### config.mk
export PLATFORM = sky130hd
export DESIGN_NAME = burst_wait_gen
export DESIGN_NICKNAME = d
export VERILOG_FILES = /design/src/rtl/bwg_pkg.sv /design/src/rtl/bwg_cfg.sv /design/src/rtl/bwg_dpath.sv /design/src/rtl/bwg_wait.sv /design/src/rtl/burst_wait_gen.sv
export SDC_FILE = /design/constraint.sdc
export NUM_CORES = 1
export LEC_CHECK = 0
export BUFFER_PORTS_ARGS = -buffer_cell sky130_fd_sc_hd__buf_2
export CORE_ASPECT_RATIO = 1.1
export CORE_MARGIN = 4
export CORE_UTILIZATION = 42
export DETAILED_ROUTE_END_ITERATION = 7
export PLACE_DENSITY = 0.82
export SYNTH_ARGS = -nofsm -noshare
export SYNTH_HDL_FRONTEND = slang
export SYNTH_SLANG_ARGS = --single-unit
### constraint.sdc
create_clock -name clk -period 2.6 [get_ports clk]
set_clock_uncertainty 0.1 [all_clocks]
set_input_delay 0.26 -clock clk [delete_from_list [all_inputs] [get_ports clk]]
set_output_delay 0.26 -clock clk [all_outputs]
set_load 0.1 [all_outputs]
### src/rtl/bwg_pkg.sv
package bwg_pkg;

    typedef struct packed {
        logic lead;   // 1: WAIT changes one clock ahead of data validity
        logic pol;    // 1: WAIT asserted high
    } bwg_cfg_t;

    typedef struct packed {
        bwg_cfg_t act;    // settings in force
        bwg_cfg_t held;   // write deferred during a burst
        logic     pend;   // a deferred write is waiting
    } bwg_cfg_state_t;

    localparam bwg_cfg_t BWG_CFG_RESET = '{lead: 1'b1, pol: 1'b1};

endpackage

### src/rtl/bwg_cfg.sv
module bwg_cfg
    import bwg_pkg::*;
#(
    parameter int CFG_W    = 16,
    parameter int LEAD_BIT = 8,
    parameter int POL_BIT  = 10
) (
    input  logic             clk,
    input  logic             rst_n,
    input  logic             cfg_we,
    input  logic [CFG_W-1:0] cfg_wdata,
    input  logic             burst_active,
    output bwg_cfg_t         cfg_act
);

    bwg_cfg_state_t st_d, st_q;
    bwg_cfg_t       wr_cfg;

    always_comb begin
        wr_cfg.lead = cfg_wdata[LEAD_BIT];
        wr_cfg.pol  = cfg_wdata[POL_BIT];
        st_d = st_q;
        if (!burst_active) begin
            if (cfg_we) begin
                st_d.act = wr_cfg;
            end else if (st_q.pend) begin
                st_d.act = st_q.held;
            end
            st_d.pend = 1'b0;
        end else if (cfg_we) begin
            st_d.held = wr_cfg;
            st_d.pend = 1'b1;
        end
    end

    always_ff @(posedge clk or negedge rst_n) begin
        if (!rst_n) begin
            st_q.act  <= BWG_CFG_RESET;
            st_q.held <= BWG_CFG_RESET;
            st_q.pend <= 1'b0;
        end else begin
            st_q <= st_d;
        end
    end

    assign cfg_act = st_q.act;

endmodule

### src/rtl/bwg_dpath.sv
module bwg_dpath #(
    parameter int DATA_W = 16
) (
    input  logic              clk,
    input  logic              rst_n,
    input  logic              burst_active,
    input  logic              src_valid,
    input  logic [DATA_W-1:0] src_data,
    output logic              nxt_valid,
    output logic              bus_oe,
    output logic [DATA_W-1:0] bus_dq
);

    typedef struct packed {
        logic              oe;
        logic [DATA_W-1:0] dq;
    } bus_t;

    bus_t bus_d, bus_q;

    always_comb begin
        nxt_valid = burst_active & src_valid;
        bus_d.oe  = nxt_valid;
        bus_d.dq  = nxt_valid ? src_data : '0;
    end

    always_ff @(posedge clk or negedge rst_n) begin
        if (!rst_n) begin
            bus_q <= '0;
        end else begin
            bus_q <= bus_d;
        end
    end

    assign bus_oe = bus_q.oe;
    assign bus_dq = bus_q.dq;

endmodule

### src/rtl/bwg_wait.sv
module bwg_wait
    import bwg_pkg::*;
(
    input  bwg_cfg_t cfg_act,
    input  logic     burst_active,
    input  logic     nxt_valid,
    input  logic     bus_oe,
    output logic     wait_o
);

    logic asserted;

    always_comb begin
        if (!burst_active) begin
            asserted = 1'b0;
        end else if (cfg_act.lead) begin
            asserted = ~nxt_valid;
        end else begin
            asserted = ~bus_oe;
        end
        wait_o = cfg_act.pol ? asserted : ~asserted;
    end

endmodule

### src/rtl/burst_wait_gen.sv
module burst_wait_gen
    import bwg_pkg::*;
#(
    parameter int DATA_W   = 16,
    parameter int CFG_W    = 16,
    parameter int LEAD_BIT = 8,
    parameter int POL_BIT  = 10
) (
    input  logic              clk,
    input  logic              rst_n,
    input  logic              cfg_we,
    input  logic [CFG_W-1:0]  cfg_wdata,
    input  logic              burst_active,
    input  logic              src_valid,
    input  logic [DATA_W-1:0] src_data,
    output logic              wait_o,
    output logic [DATA_W-1:0] dq_o,
    output logic              dq_oe
);

    bwg_cfg_t cfg_act;
    logic     nxt_valid;
    logic     cfg_lead;
    logic     cfg_pol;

    bwg_cfg #(
        .CFG_W   (CFG_W),
        .LEAD_BIT(LEAD_BIT),
        .POL_BIT (POL_BIT)
    ) u_cfg (
        .clk         (clk),
        .rst_n       (rst_n),
        .cfg_we      (cfg_we),
        .cfg_wdata   (cfg_wdata),
        .burst_active(burst_active),
        .cfg_act     (cfg_act)
    );

    bwg_dpath #(
        .DATA_W(DATA_W)
    ) u_dpath (
        .clk         (clk),
        .rst_n       (rst_n),
        .burst_active(burst_active),
        .src_valid   (src_valid),
        .src_data    (src_data),
        .nxt_valid   (nxt_valid),
        .bus_oe      (dq_oe),
        .bus_dq      (dq_o)
    );

    bwg_wait u_wait (
        .cfg_act     (cfg_act),
        .burst_active(burst_active),
        .nxt_valid   (nxt_valid),
        .bus_oe      (dq_oe),
        .wait_o      (wait_o)
    );

    assign cfg_lead = cfg_act.lead;
    assign cfg_pol  = cfg_act.pol;

endmodule

==> results.sh <==
export IMPL_status="complete, no violations"
export IMPL_p_sw_uw=253
export IMPL_worst_path_largest_cell_delay_ps=570
export IMPL_vias=572
export IMPL_finalSetupViolations=0
export IMPL_pwr_share_seq_pct=50.9
export IMPL_hpwl_um=1250
export IMPL_nNetsFinal=139
export IMPL_row_count=16
export IMPL_postCtsSetupBuffers=0
export IMPL_p_clk_share_pct=23.9
export IMPL_io_pins=55
export IMPL_drive_gt1_share_pct=52.5
export IMPL_hold_viol=0
export IMPL_root_buffer="clkbuf_4"
export IMPL_slew_violations=0
export IMPL_firstDrtPassIters=3
export IMPL_yosysWarnings=0
export IMPL_grt_start_max_net_pins=26
export IMPL_synth_cell_type_count=17
export IMPL_synthCells=59
export IMPL_dr_wl_met2_um=927
export IMPL_worst_hold_slack_ps=81.1
export IMPL_die_h_um=53.8
export IMPL_cts_buffer_depth=2
export IMPL_drt_wl_total_um=1700
export IMPL_crit_start="u_cfg.cfg_act[1]"
export IMPL_hold_depth=2
export IMPL_gp_congestion=0.696
export IMPL_worstSkewPairLatency_ps=290
export IMPL_num_antenna_cells=0
export IMPL_overflow=0
export IMPL_cts_clk_slew_worst_paths_ps=120
export IMPL_grt_pass1_wl_um=2650
export IMPL_routedWlPerCell_um=14.3
export IMPL_r2r_start="u_cfg.st_q[1]"
export IMPL_vias_per_cell=4.81
export IMPL_fin_crit_ps=2080
export IMPL_reg2regPathDepth=3
export IMPL_cts_sinks=22
export IMPL_final_core_util_pct=59.0
export IMPL_fmax_mhz=481
export IMPL_antenna_found_initial=0
export IMPL_cellLeakagePower_uw=0.000634
export IMPL_slowest_stage="dfstp_2"
export IMPL_fin_tns_setup_ps=0
export IMPL_wl_met1_um=644
export IMPL_n_fill_cell=152
export IMPL_crit_path_end_kind="primary output"
export IMPL_hp_class="in2reg"
export IMPL_core_um2=1800
export IMPL_powerDensity_nw_per_um2=708
export IMPL_pwr_share_comb_pct=25.2
export IMPL_htree_levels=1
export IMPL_ys_seq_area_share_pct=69.5
export IMPL_crit_family="flip-flops"
export IMPL_worstSetupPathType="reg2out"
export IMPL_final_common_cell="buf_2"
export IMPL_area_growth_pct=32.9
export IMPL_setup_slack_ps=522
export IMPL_drc=0
export IMPL_drv_cap=0
export IMPL_gr_usage_all_layers_pct=13.1
export IMPL_start_kind="flip-flop"
export IMPL_fin_crit_sh_pct=79.9
export IMPL_max_vdd_ir_drop_mv=0.324
export IMPL_p_sw_share_pct=33.6
export IMPL_initial_utilization_pct=44.4
export IMPL_routed_top_layer="met4"
export IMPL_syn_nets=96
export IMPL_die_area_um2=2670
export IMPL_wl_met3_um=109
export IMPL_slew_headroom_pct=67.4
export IMPL_post_place_ws_ps=859
export IMPL_netlist_area_um2=800
export IMPL_crit_required_ps=2240
export IMPL_cts_resized=0
export IMPL_rsz0062_at_grt="false"
export IMPL_cp_max_fo=3
export IMPL_grt_pass1_vias=599
export IMPL_synth_seq_cells=22
export IMPL_p_int_uw=499
export IMPL_drt_iter0_markers=3
export IMPL_port_buffer_count=40
export IMPL_cp_num_buf_inv=1
export IMPL_cp_arrival_ps=1720
export IMPL_cp_cell_sequence="mux2i_1 -> nand2_1 -> xor2_2 -> buf_2"
export IMPL_mostFrequentLayoutCells="buf_2, dfrtp_1, and3_1"
export IMPL_crit_cells=4
export IMPL_cts_made_buffers=3
export IMPL_final_antenna_net_count=0
export IMPL_tightest_slew_ps=493
export IMPL_avgSynthCellArea_um2=13.6
export IMPL_hold_start="src_data[3]"
export IMPL_die_w_um=49.6
export IMPL_cts_tree="done"
## cell type report
cell class                 count  area (µm²)  share of cell area [%]
timing repair buffer          41         210                    19.8
sequential                    22         556                    52.3
clock buffer                   4        36.3                    3.42
tap                           18        22.5                    2.12
multi-input combinational     34         238                    22.4
## worst reg2reg max path: stages, from the launching register on
cell	delay (ps)
dfstp_2	550
and4bb_2	220
a21oi_1	40
nand2_1	80
## registers in the layout, summed over array words and instances (netlist names)
register,count
u_cfg.cfg_act,2
u_cfg.st_q,3
u_dpath.bus_dq,16
u_dpath.bus_oe,1
## timing repair
| item | 4_1_cts | 5_1_grt |
|---|---|---|
| endpoints found under the hold margin | 18 | 0 |
| endpoints found under the setup margin | 0 | 0 |
| hold buffers | 1 | 0 |
## synth_stat cells
library cell	n	area [µm²]
clkbuf_2	1	5.00
and3_1	16	100
mux2i_1	1	10.0
dfstp_2	4	105
buf_2	1	5.00
nor2b_1	1	6.26
a22oi_1	2	15.0
a21oi_1	2	10.0
clkbuf_1	1	3.75
dfrtp_1	18	450
and2_1	1	6.26
and2b_1	1	7.51
xor2_1	1	8.76
and4bb_2	2	25.0
nor2_1	1	3.75
nand2_1	4	15.0
mux2_2	2	22.5
## metrics by stage
| step | area [µm²] | total power (µW) | cells |
|---|---|---|---|
| 2_1_floorplan | 807 | 532 | 59 |
| 3_3_place_gp | 1020 | 574 | 114 |
| 3_5_place_dp | 1020 | 579 | 114 |
| 4_1_cts | 1060 | 759 | 119 |
| 5_1_grt | 1060 | 782 | 119 |
| 6_report | 1060 | 752 | 119 |
## metal layers
layer / track usage, % / vias to the layer above
li1: - / 286
met1: 14.8 / 263
met2: 24.9 / 21
met3: 1.94 / 2
met4: 5.53 / 0
met5: 0 / -
## power groups by stage
| stage | clock (µW) | sequential [µW] | combinational [µW] |
|---|---|---|---|
| 6_report | 180 | 383 | 189 |
| 5_1_grt | 196 | 386 | 200 |
| 2_1_floorplan | 0 | 464 | 67.7 |
| 3_3_place_gp | 0 | 388 | 186 |
| 4_1_cts | 185 | 383 | 191 |
| 3_5_place_dp | 0 | 390 | 189 |
## path summary, 6_finish.rpt
check / end / slack (ps)
worst max-delay path: wait_o / 520
worst min-delay path: u_dpath.bus_dq[3] / 80
worst max register to register: u_cfg.cfg_act[0] / 1580
worst min register to register: u_cfg.st_q[0] / 490
max in group asynchronous: u_cfg.st_q[2] / 1710
min in group asynchronous: u_dpath.bus_dq[8] / 340
## logic make-up (layout without fill, tap and decap cells)
kind of cell | after synthesis | count (layout) | synth area share (%)
XOR/XNOR | 1 | 1 | 1.10
AND/OR/NAND/NOR | 26 | 26 | 20.5
multiplexers | 3 | 3 | 4.07
flip-flops | 22 | 22 | 69.5
AO/OA/AOI/OAI | 4 | 4 | 3.13
buffers and inverters | 3 | 45 | 1.72
Note: power is estimated with default switching activity, not from simulation.
